### src/rtl/mig_mask_pkg.sv
package mig_mask_pkg;

    typedef enum logic [1:0] {
        ST_NATIVE = 2'd0,
        ST_AWAY   = 2'd1,
        ST_MISS   = 2'd2
    } loc_state_t;

    typedef enum logic [1:0] {
        XK_NONE = 2'd0,
        XK_OUT  = 2'd1,
        XK_HOP  = 2'd2,
        XK_HOME = 2'd3
    } xfer_kind_t;

endpackage

### src/rtl/mig_lowbit_enc.sv
module mig_lowbit_enc #(
    parameter int W  = 32,
    parameter int IW = $clog2(W)
) (
    input  logic [W-1:0]  vec,
    output logic [IW-1:0] idx,
    output logic          found
);
    always_comb begin
        idx   = '0;
        found = 1'b0;
        for (int i = W - 1; i >= 0; i--) begin
            if (vec[i]) begin
                idx   = IW'(i);
                found = 1'b1;
            end
        end
    end


    always_comb begin
        if (found) begin
            lowest_set_chk: assert (vec[idx] && ((vec & ((W'(1) << idx) - W'(1))) == '0));
        end
    end
endmodule

### src/rtl/mig_miss_detect.sv
module mig_miss_detect #(
    parameter int NREG = 32,
    parameter int IW   = $clog2(NREG)
) (
    input  logic            check_en,
    input  logic [NREG-1:0] rd_mask,
    input  logic [NREG-1:0] wr_mask,
    input  logic [NREG-1:0] vmask,
    output logic            miss,
    output logic [IW-1:0]   miss_idx
);
    logic [NREG-1:0] missing;

    always_comb begin
        missing = (rd_mask | wr_mask) & ~vmask & {NREG{check_en}};
    end

    mig_lowbit_enc #(.W(NREG), .IW(IW)) u_enc (
        .vec   (missing),
        .idx   (miss_idx),
        .found (miss)
    );


    always_comb begin
        if (miss) begin
            miss_outside_chk: assert (check_en && !vmask[miss_idx]);
        end
    end
endmodule

### src/rtl/mig_xfer_sel.sv
module mig_xfer_sel
    import mig_mask_pkg::*;
#(
    parameter int NREG = 32
) (
    input  xfer_kind_t      kind,
    input  logic [NREG-1:0] pred_mask,
    input  logic [NREG-1:0] vmask,
    input  logic [NREG-1:0] wmask,
    output logic [NREG-1:0] sel_mask
);
    always_comb begin
        unique case (kind)
            XK_OUT:  sel_mask = pred_mask;
            XK_HOP:  sel_mask = vmask;
            XK_HOME: sel_mask = wmask;
            default: sel_mask = '0;
        endcase
    end
endmodule

### src/rtl/mig_mask_ctrl.sv
module mig_mask_ctrl
    import mig_mask_pkg::*;
#(
    parameter int NREG = 32,
    localparam int IDXW = $clog2(NREG)
) (
    input  logic            clk,
    input  logic            rst_n,
    input  logic            mig_valid,
    input  logic            mig_to_native,
    input  logic [NREG-1:0] pred_mask,
    input  logic            instr_valid,
    input  logic [NREG-1:0] rd_mask,
    input  logic [NREG-1:0] wr_mask,
    output logic            xfer_valid,
    output logic [1:0]      xfer_kind,
    output logic [NREG-1:0] xfer_mask,
    output logic            xfer_spr,
    output logic [NREG-1:0] vmask_o,
    output logic [NREG-1:0] wmask_o,
    output logic            away_o,
    output logic            home_req,
    output logic            regmiss,
    output logic [IDXW-1:0] regmiss_idx
);
    loc_state_t      state_q, state_d;
    xfer_kind_t      kind_c;
    logic [NREG-1:0] v_q, w_q, sel_mask;
    logic            instr_ok, miss_c;
    logic [IDXW-1:0] miss_idx_c;

    // classify the requested migration from the present location
    always_comb begin
        kind_c = XK_NONE;
        if (mig_valid) begin
            unique case (state_q)
                ST_NATIVE: kind_c = mig_to_native ? XK_NONE : XK_OUT;
                ST_AWAY:   kind_c = mig_to_native ? XK_HOME : XK_HOP;
                ST_MISS:   kind_c = mig_to_native ? XK_HOME : XK_NONE;
                default:   kind_c = XK_NONE;
            endcase
        end
    end

    assign instr_ok = instr_valid && !mig_valid;

    mig_miss_detect #(.NREG(NREG), .IW(IDXW)) u_detect (
        .check_en (instr_ok && (state_q == ST_AWAY)),
        .rd_mask  (rd_mask),
        .wr_mask  (wr_mask),
        .vmask    (v_q),
        .miss     (miss_c),
        .miss_idx (miss_idx_c)
    );

    mig_xfer_sel #(.NREG(NREG)) u_sel (
        .kind      (kind_c),
        .pred_mask (pred_mask),
        .vmask     (v_q),
        .wmask     (w_q),
        .sel_mask  (sel_mask)
    );

    // next-state logic
    always_comb begin
        state_d = state_q;
        unique case (state_q)
            ST_NATIVE: if (kind_c == XK_OUT) state_d = ST_AWAY;
            ST_AWAY: begin
                if (kind_c == XK_HOME)  state_d = ST_NATIVE;
                else if (miss_c)        state_d = ST_MISS;
            end
            ST_MISS:   if (kind_c == XK_HOME) state_d = ST_NATIVE;
            default:   state_d = ST_NATIVE;
        endcase
    end

    // state register
    always_ff @(posedge clk) begin
        if (!rst_n) state_q <= ST_NATIVE;
        else        state_q <= state_d;
    end

    // masks and registered outputs
    always_ff @(posedge clk) begin
        if (!rst_n) begin
            v_q         <= '1;
            w_q         <= '0;
            xfer_valid  <= 1'b0;
            xfer_kind   <= 2'd0;
            xfer_mask   <= '0;
            xfer_spr    <= 1'b0;
            regmiss     <= 1'b0;
            regmiss_idx <= '0;
        end else begin
            xfer_valid <= (kind_c != XK_NONE);
            xfer_spr   <= (kind_c != XK_NONE);
            xfer_kind  <= kind_c;
            xfer_mask  <= sel_mask;
            regmiss    <= miss_c;
            if (miss_c) regmiss_idx <= miss_idx_c;
            unique case (kind_c)
                XK_OUT: begin
                    v_q <= pred_mask;
                    w_q <= '0;
                end
                XK_HOME: begin
                    v_q <= '1;
                    w_q <= '0;
                end
                default: begin
                    if (state_q == ST_AWAY && instr_ok && !miss_c)
                        w_q <= w_q | wr_mask;
                end
            endcase
        end
    end

    assign vmask_o  = v_q;
    assign wmask_o  = w_q;
    assign away_o   = (state_q != ST_NATIVE);
    assign home_req = (state_q == ST_MISS);


    w_inside_v_chk: assert property (@(posedge clk) disable iff (!rst_n)
        away_o |-> ((w_q & ~v_q) == '0));


    miss_forces_home_chk: assert property (@(posedge clk) disable iff (!rst_n)
        regmiss |-> home_req);


    native_no_miss_chk: assert property (@(posedge clk) disable iff (!rst_n)
        (state_q == ST_NATIVE) |=> !regmiss);


    w_grows_chk: assert property (@(posedge clk) disable iff (!rst_n)
        (state_q == ST_AWAY && !mig_valid) |=> ((w_q & $past(w_q)) == $past(w_q)));


    home_sends_w_chk: assert property (@(posedge clk) disable iff (!rst_n)
        (mig_valid && mig_to_native && away_o) |=> (xfer_kind == 2'd3 && xfer_mask == $past(w_q)));


    spr_always_chk: assert property (@(posedge clk) disable iff (!rst_n)
        xfer_valid |-> xfer_spr);
endmodule

### config.mk
export PLATFORM = sky130hd
export DESIGN_NAME = mig_mask_ctrl
export DESIGN_NICKNAME = d
export VERILOG_FILES = /design/src/rtl/mig_mask_pkg.sv /design/src/rtl/mig_lowbit_enc.sv /design/src/rtl/mig_miss_detect.sv /design/src/rtl/mig_xfer_sel.sv /design/src/rtl/mig_mask_ctrl.sv
export SDC_FILE = /design/constraint.sdc
export NUM_CORES = 1
export LEC_CHECK = 0
export ABC_AREA = 0
export CAP_MARGIN = 20
export CORE_MARGIN = 2
export CORE_UTILIZATION = 38
export DETAILED_ROUTE_END_ITERATION = 10
export PLACE_DENSITY = 0.77
export SYNTH_ARGS = -nofsm -noshare
export SYNTH_HDL_FRONTEND = slang
export SYNTH_SLANG_ARGS = --single-unit
### constraint.sdc
create_clock -name clk -period 1.8 [get_ports clk]
set_input_delay 0.36 -clock clk [delete_from_list [all_inputs] [get_ports clk]]
set_output_delay 0.36 -clock clk [all_outputs]
set_load 0.02 [all_outputs]
# --- Word-level counts from Yosys, hierarchy flattened ---
# Index checks and enable logic that the tools add are counted.
totals:
  regBits: 107
  input_bits: 101
  output_inout_bits: 108
  word_cells: 109
op_classes:
  n_eq_ne: 8
  muxes: 76
  bitwise_logic: 6
  n_reduce_logical: 11
op_table:
  columns: ["operator", "count"]
  rows:
  - ["$mux 5", 32]
  - ["$pmux 32 s3", 1]
  - ["$and 32x32->32", 2]
  - ["$or 32x32->32", 2]
  - ["$pmux 32 s2", 1]
  - ["$mux 1", 34]
  - ["$not 32->32", 1]
  - ["$mux 2", 6]
  - ["$pmux 2 s3", 2]
  - ["$eq 2x2->1 const B", 3]
  - ["$reduce_bool 2->1", 3]
  - ["$eq 2x1->1 const B", 2]
  - ["$logic_and 1x1->1", 3]
  - ["$ne 3x3->1 const B", 1]
  - ["$reduce_and 3->1", 1]
  - ["$reduce_or 3->1", 1]
  - ["$logic_not 1->1", 2]
  - ["$logic_not 2->1", 1]
  - ["$ne 2x1->1 const B", 1]
  - ["$ne 2x2->1 const B", 1]
  - ["$not 1->1", 1]

# --- Depth between registers and ports, before layout ---
# Gate-level depths: netlist of the first run.
depth:
  word_depth: 39
  mapped_depth: 8
  depth_no_buf: 6

# --- Cells and area by module ---
# Synthesis of the first run repeated with hierarchy kept, for this count alone.
hier_totals:
  cells_unflattened: 506
  area_unflattened_um2: 5166.2
modules_own_cells:
  columns: ["mod", "n_inst", "cells_each", "area_per_inst_um2"]
  rows:
  - ["mig_mask_ctrl", 1, 297, 3352.0]
  - ["mig_xfer_sel", 1, 77, 899.6]
  - ["mig_miss_detect", 1, 67, 544.3]
  - ["mig_lowbit_enc", 1, 65, 370.4]

# --- Worst setup path before layout of the first run ---
# OpenSTA, ideal clock, no wires.
synth_timing:
  path_type: "flip-flop to flip-flop"
  from: "register v_q[31], in the netlist vmask_o[31]"
  to: "register w_q[10], in the netlist wmask_o[10]"
  t_arrival_ns: 1.919
  setup_slack_ns: -0.178
  stages_incl_launch_ff: 8
  n_path_buf: 1
  cell_sequence: "dfxtp_1 > o21bai_1 > o2111ai_1 > o41ai_4 > nand3_2 > nor3_4 > buf_6 > a22o_1"
synth_between:
  elab_chain_len: 37
synth_rtl:
  columns: ["item", "line", "rtl"]
  rows:
  - ["start, declared", "mig_mask_ctrl.sv:28", "logic [NREG-1:0] v_q, w_q, sel_mask;"]
  - ["start signal, assigned", "mig_mask_ctrl.sv:104", "v_q <= pred_mask;"]
  - ["$not 32->32", "mig_miss_detect.sv:15", "missing = (rd_mask | wr_mask) & ~vmask & {NREG{check_en}};"]
  - ["$and 32x32->32 (2 in series)", "mig_miss_detect.sv:15", null]
  - ["$mux 1 (32 in series)", "mig_lowbit_enc.sv:13", "if (vec[i]) begin"]
  - ["$logic_not 1->1", "mig_mask_ctrl.sv:112", "if (state_q == ST_AWAY && instr_ok && !miss_c)"]
  - ["$logic_and 1x1->1", "mig_mask_ctrl.sv:112", null]
  - ["end signal, assigned", "mig_mask_ctrl.sv:113", "w_q <= w_q | wr_mask;"]
  - ["end, declared", "mig_mask_ctrl.sv:28", null]
# Every way passes these cells.
# A chain may end at the register's enable or synchronous reset.

# --- Worst setup path after layout of the first run ---
layout_timing:
  from: "register v_q[21], in the netlist vmask_o[21]"
  to: "register w_q[22], in the netlist wmask_o[22]"
layout_between:
  elab_chain_len: 27
layout_rtl:
  columns: ["item", "line"]
  rows:
  - ["$not 32->32", "mig_miss_detect.sv:15"]
  - ["$and 32x32->32 (2 in series)", "mig_miss_detect.sv:15"]
  - ["$mux 1 (22 in series)", "mig_lowbit_enc.sv:13"]
  - ["$logic_not 1->1", "mig_mask_ctrl.sv:112"]
  - ["$logic_and 1x1->1", "mig_mask_ctrl.sv:112"]
# Every way passes these cells.

==> summary.txt, run 1 <==
Outcome
  • Status: finished with violations
  • Failing checks: setup timing

Global route
  • Number of global-route vias before repair: 5604
  • Met1 Track Usage GR: 0.348
  • Initial antenna violation count: 0
  • GRT Overall Usage: 0.289
  • First-pass GRT wire length: 29.4 mm
  • Total gr overflow: 0
  • Met3 usage: 0.0580
  • GRT busiest layer: met2
  • Largest net degree at the start of global routing: 36
  • M2 GR Usage: 0.503

Clock network
  • Skew-Pair Late Insertion Delay: 0.35 ns
  • Clock tree buffer depth: 2
  • Hold_buf cts: 0
  • CTS HTree Levels: 3
  • CTS sink cnt: 107
  • Clock-pin slew on the worst setup and hold paths: 0.07 ns
  • CTS tree: yes
  • Root buffer cell: clkbuf_16
  • TritonCTS Buffers: 9

STA
  • Worst Hold Margin: 0.312 ns
  • Worst-Margin Slew: 0.611 ns
  • Max Slew Vio Count: 0
  • Max Clk Rate: 502 MHz
  • RSZ-0062 raised after global routing: true
  • Clock skew: 0.0112 ns
  • Setup violators final: 69
  • Worst setup slack after layout: -0.192 ns
  • Max transition margin: 0.592
  • Fin. Hold Viols: 0
  • Final Critical Period: 1.99 ns
  • Final period util: 1.11

Place
  • Placement Setup Slack: -0.781 ns
  • Port bufs: 208
  • Placed Instances: 927
  • RD Place Congestion: 0.858
  • DP HPWL: 12.3 mm

Run
  • Max cap viols: 0

Routing
  • Final wirelength: 20.4 mm
  • Detailed-route wire length per cell: 20.3 µm
  • Vias/cell: 5.52
  • DRC Markers: 0
  • 1st-iter DRT viols: 462
  • Via count: 5545
  • Drt pass-1 iters: 5
  • DRT antenna net count: 0

Worst setup path
  • Worst path slowest cell: o41ai_4
  • Critical Path AT: 2.28 ns
  • Worst r2r src: vmask_o[21]
  • Worst path required time: 2.09 ns
  • Most frequent CP cell: buf_6
  • Worst-path fanout max: 6
  • Worst setup SP type: flip-flop
  • Critical path origin: vmask_o[21]
  • Cell Chain, Critical Path: o21bai_4, o2111ai_4, o41ai_4, nand3_2, nor3_4, buf_6, buf_6, buf_12, a22o_1
  • Setup CP Type: reg -> reg
  • Worst setup EP type: flip-flop
  • Worst path max stage delay: 0.42 ns

Synthesis
  • Yosys warns: 0
  • Share of the synthesized area in the top cell type: 0.459
  • Synth area leader: dfxtp_1
  • Avg Cell Area, Syn: 9.20 µm²
  • Top_reg_cell synth: dfxtp_1
  • Sequential area share after synthesis: 0.459
  • Cell Area, Synth: 4660 µm²
  • Cell variety after synth: 51
  • Post-synth EDFFs: 0
  • Leading post-synthesis cells by cell area: dfxtp_1, nor2_1, a22o_1
  • Post-Syn Instances: 507
  • Syn nets: 608
  • FF+latch count, synth: 107
  • Async set or reset register ratio after synthesis: 0

Die
  • Initial Utilization: 0.388
  • Die Y: 115 µm
  • I/O pin total: 209
  • Die X: 115 µm
  • Die area: 13200 µm²
  • Core box area: 12000 µm²
  • Rows: 40

Power
  • Tot Pwr: 6.62 mW
  • Pleak: 3.76 nW
  • Max IR drop VDD: 0.000595 V
  • PwrDens: 733 nW/µm²

Final layout
  • Layout Cells excl Fill: 1004
  • Area delta synth->final: 93.7%
  • Share of cells above drive strength 1: 0.351
  • Ant. Diodes: 0
  • Fin nets: 954

Worst hold path
  • HP Start: wr_mask[2]
  • Worst min-delay path category: in -> reg
-- layout make-up --
type / count / area (µm²)
clock inverters: 4 / 48.8
repair buffers: 369 / 3500
well taps: 147 / 184
multi-input cells: 363 / 2840
fillers: 832 / 2980
flip-flops and latches: 107 / 2190
inverters: 3 / 11.3
clock buffers: 11 / 254
-- cell families (layout without fill, tap and decap cells) --
kind of cell | after synthesis | after routing | share of synthesized area
flip-flops | 107 | 107 | 0.459
multiplexers | 33 | 33 | 0.0797
AO/OA/AOI/OAI | 165 | 165 | 0.262
buffers and inverters | 39 | 387 | 0.0389
XOR/XNOR | 1 | 1 | 0.00188
AND/OR/NAND/NOR | 162 | 164 | 0.158
-- cells in the final DEF (no fill, tap or decap), types with 4 or more instances in the layout --
cell	n
nand2_1	12
clkbuf_16	10
clkdlybuf4s50_1	140
buf_4	144
nand2_2	6
mux2_2	14
a22oi_1	31
buf_16	4
mux2_1	18
nor2_1	75
dfxtp_1	78
o21bai_2	14
buf_12	7
clkdlybuf4s15_1	4
o21bai_4	12
dfxtp_4	5
o21ai_1	30
dfxtp_2	24
nand3_1	5
buf_6	4
a31oi_1	5
dlygate4sd2_1	48
o21ai_0	9
dlymetal6s2s_1	16
nor3_2	20
a22o_1	32
nor3_1	15
nor2_4	8
a21oi_1	4
-- synthesized netlist by cell type (all sizes together) (2+ instances only) --
cell,count
a211oi,3
a21oi,4
a22o,32
a22oi,32
a31oi,5
and2,2
buf,17
clkbuf,19
dfxtp,107
inv,3
mux2,33
nand2,18
nand2b,3
nand3,6
nand4,3
nor2,83
nor2b,4
nor3,36
o2111ai,3
o211ai,2
o21ai,41
o21bai,29
o2bb2ai,3
o41ai,4
or2,2
-- routing by layer --
metal | part of all wire | routed length, µm | vias up
met5 | 0 | 0 | -
met2 | 0.50 | 10200 | 265
met1 | 0.40 | 8130 | 2662
li1 | - | - | 2561
met4 | 0.037 | 750 | 0
met3 | 0.067 | 1380 | 57
-- critical path: cells and delay by family (launching register included) --
family          cells  cell delay, ns
flops               1            0.34
buf+inv             3            0.38
compound gates      4            0.85
simple gates        2            0.37
-- metrics by stage --
step                      area, µm²  TNS, ns   util
after global routing           9030   -12.11  0.752
after global placement         7780   -49.68  0.648
after CTS                      8690    -5.23  0.723
after detailed placement       7780   -56.82  0.648
after floorplan                4850    -2.12      -
final                          9030    -6.19  0.752
-- sequential cells by signal (all words and copies together) (netlist names) --
register / cells
vmask_o: 32
wmask_o: 32
xfer_mask: 32
regmiss_idx: 5
state_q: 2
xfer_kind: 2
regmiss: 1
xfer_spr: 1
-- where the power goes --
part           switching, mW  internal, mW
Clock                  0.891          1.16
Sequential            0.0678          2.49
Combinational          0.956          1.06
-- final timing paths --
kind	cells past startpoint	to	slack, ns
worst max-delay path	9	wmask_o[22]	-0.19
worst max register to register	9	wmask_o[22]	-0.19
worst min-delay path	2	wmask_o[2]	0.31
worst min register to register	1	regmiss_idx[1]	0.48
-- what timing repair did --
item,4_1_cts,5_1_grt
buffers inserted,42,15
resized for setup,86,66
endpoints found under the setup margin,73,101
cloned,9,0
pin swaps,49,26
No activity file was read; power rests on OpenSTA's default activity.
==> run 2, diff against run 1 <==
- CORE_ASPECT_RATIO: not set -> 0.7
==> summary.txt, run 2 (same netlist as run 1, synthesis figures left out) <==
Final layout
  • FILL cells: 666 (was 832)
  • Most frequent cells in the layout: clkdlybuf4s50_1, buf_4, dfxtp_1, nor2_1, dlygate4sd2_1 (was buf_4, clkdlybuf4s50_1, dfxtp_1, nor2_1, dlygate4sd2_1)
  • Layout Cells excl Fill: 1022 (was 1004)
  • Fin nets: 961 (was 954)
  • Ant. Diodes: 0 (unchanged)
  • Share of cells above drive strength 1: 0.438 (was 0.351)
  • Area occupied by multi-input gates: 3270 µm² (was 2840 µm²)
  • Area delta synth->final: 108% (was 93.7%)
  • FF+latch area: 2190 µm² (about the same)
  • Most common cell after layout, fill and taps aside: clkdlybuf4s50_1 (was buf_4)

Global route
  • Number of global-route vias before repair: 5820 (was 5604)
  • GRT Overall Usage: 0.318 (was 0.289)
  • Total gr overflow: 0 (unchanged)
  • Initial antenna violation count: 0 (unchanged)
  • First-pass GRT wire length: 32.3 mm (was 29.4 mm)
  • Largest net degree at the start of global routing: 65 (was 36)

STA
  • Clock skew: 0.00739 ns (was 0.0112 ns)
  • Max transition margin: 0.569 (was 0.592)
  • Max Slew Vio Count: 0 (unchanged)
  • Final period util: 1.16 (was 1.11)
  • Final Critical Period: 2.09 ns (was 1.99 ns)
  • Worst setup slack after layout: -0.295 ns (was -0.192 ns)
  • Worst-Margin Slew: 0.645 ns (was 0.611 ns)
  • Setup violators final: 84 (was 69)
  • Fin. Hold Viols: 0 (unchanged)
  • Post-route setup TNS: -11.80 ns (was -6.19 ns)
  • Max Clk Rate: 477 MHz (was 502 MHz)
  • RSZ-0062 raised after global routing: true (unchanged)

Worst setup path
  • CP Buf/Inv Count: 3 (unchanged)
  • Worst setup EP type: flip-flop (unchanged)
  • Worst setup SP type: primary input (was flip-flop)
  • Family with the most delay on the worst path: buffers and inverters (was compound AO/OA/AOI/OAI gates)
  • Worst-path fanout max: 6 (unchanged)
  • Cell Chain, Critical Path: clkdlybuf4s50_1, o21bai_2, nand2_2, o41ai_4, nand3_2, nor3_4, buf_6, clkbuf_16, a22o_1 (was o21bai_4, o2111ai_4, o41ai_4, nand3_2, nor3_4, buf_6, buf_6, buf_12, a22o_1)
  • Worst path slowest cell: clkdlybuf4s50_1 (was o41ai_4)
  • Worst path required time: 2.09 ns (about the same)
  • Critical Path AT: 2.39 ns (was 2.28 ns)
  • Worst path max stage delay: 0.43 ns (was 0.42 ns)
  • Setup CP Type: in -> reg (was reg -> reg)

Clock network
  • TritonCTS Buffers: 9 (unchanged)
  • CTS tree: yes (unchanged)
  • Clock-pin slew on the worst setup and hold paths: 0.07 ns (about the same)
  • Clock tree buffer depth: 2 (unchanged)
  • CTS HTree Levels: 3 (unchanged)
  • CTS sink cnt: 107 (unchanged)
  • Root buffer cell: clkbuf_16 (unchanged)
  • Skew-Pair Late Insertion Delay: 0.35 ns (about the same)

Power
  • PwrDens: 722 nW/µm² (was 733 nW/µm²)
  • Internal power: 4.81 mW (was 4.71 mW)
  • Psw: 2.18 mW (was 1.92 mW)
  • Seq pwr share: 0.366 (was 0.387)
  • Clock power share: 0.294 (was 0.309)
  • Pleak: 4.08 nW (was 3.76 nW)
  • Sw Share: 0.312 (was 0.289)
  • Logic pwr share: 0.339 (was 0.304)
  • Max IR drop VDD: 0.000590 V (was 0.000595 V)

Die
  • Rows: 33 (was 40)
  • Initial Utilization: 0.394 (was 0.388)
  • I/O pin total: 209 (unchanged)
  • Core box area: 11900 µm² (was 12000 µm²)
  • Die area: 13200 µm² (about the same)
  • Die X: 136 µm (was 115 µm)
  • Die Y: 96.7 µm (was 115 µm)

Place
  • Placed Instances: 936 (was 927)
  • Port bufs: 208 (unchanged)
  • DP HPWL: 12.3 mm (about the same)
  • RD Place Congestion: 0.840 (was 0.858)

Routing
  • DRC Markers: 0 (unchanged)
  • DRT antenna net count: 0 (unchanged)
  • 1st-iter DRT viols: 408 (was 462)
  • Final wirelength: 23.0 mm (was 20.4 mm)
  • Vias/cell: 5.68 (was 5.52)
  • Drt pass-1 iters: 5 (unchanged)
  • Via count: 5801 (was 5545)
  • Detailed-route wire length per cell: 22.6 µm (was 20.3 µm)

Run
  • Max cap viols: 0 (unchanged)

Worst hold path
  • Worst min-delay path category: in -> reg (unchanged)

Outcome
  • Status: finished with violations (unchanged)
  • Failing checks: setup timing (unchanged)
==> run 2: cell types whose count changed in the layout (fill, tap and decap cells not counted), sizes merged, moves of 2 or more <==
| cell | change |
|---|---|
| inv | +4 |
| clkdlybuf4s50 | -2 |
| buf | +5 |
| clkbuf | +6 |
| dlymetal6s2s | +4 |
| bufbuf | -2 |
| dlygate4sd2 | -2 |
| clkinv | -2 |
| clkdlybuf4s15 | -2 |
==> run 2: power groups by stage <==
stage,clock (mW),sequential [mW],combinational [mW]
floorplan,0,2.76,0.620
global placement,0,2.60,1.64
detailed placement,0,2.61,1.67
CTS,2.04,2.56,2.15
global route,2.15,2.57,2.48
finish,2.06,2.56,2.37
==> run 2: worst register-to-register path, cell delays in order (launching register included) <==
cell       delay (ns)
dfxtp_2          0.34
o21bai_4         0.13
nand4_1          0.21
o41ai_4          0.42
nand3_2          0.16
nor3_4           0.29
buf_6            0.18
clkbuf_16        0.16
a22o_1           0.14
==> run 2: final timing paths <==
path / from / endpoint / slack, ns / cells past startpoint
worst max-delay path: rd_mask[13] / wmask_o[9] / -0.29 / 9
worst min-delay path: wr_mask[14] / wmask_o[14] / 0.30 / 2
worst max register to register: vmask_o[18] / wmask_o[9] / -0.29 / 8
worst min register to register: regmiss_idx[2] / regmiss_idx[2] / 0.48 / 1
==> run 2: per-layer routing <==
metal / vias up / GRT usage / share of wire
met2: 344 / 0.525 / 0.48
met4: 0 / 0.0881 / 0.020
met5: - / 0 / 0
met1: 2836 / 0.409 / 0.41
li1: 2576 / - / -
met3: 45 / 0.0828 / 0.091
==> run 2: area by class of cell <==
type / count / area share
multi-input combinational: 363 / 0.338
sequential: 107 / 0.226
tap: 157 / 0.0203
clock buffer: 11 / 0.0273
timing repair buffer: 376 / 0.383
inverter: 3 / 0.00116
clock inverter: 5 / 0.00413
==> run 2: metrics by stage <==
step	total power, mW	cell area (µm²)	hold slack, ns	worst slack, ns	util
finish	6.99	9690	0.298	-0.295	0.818
global route	7.21	9690	0.299	-0.362	0.818
CTS	6.75	9190	0.376	-0.210	0.776
detailed placement	4.28	7790	0.456	-0.839	0.658
global placement	4.24	7790	0.451	-0.747	0.658
floorplan	3.38	4850	0.479	-0.0707	-
==> run 2: what timing repair did <==
| action | CTS | global route |
|---|---|---|
| cloned | 7 | 5 |
| endpoints found under the setup margin | 107 | 110 |
| hold buffers | 0 | 0 |
| buffers inserted | 48 | 16 |
| pin swaps | 58 | 69 |
| resized for setup | 193 | 92 |
==> run 3, diff against run 2 <==
- GPL_ROUTABILITY_DRIVEN: not set -> 0
==> results of run 3 <==
Final layout, timing and power as in run 2 (identical DEF).
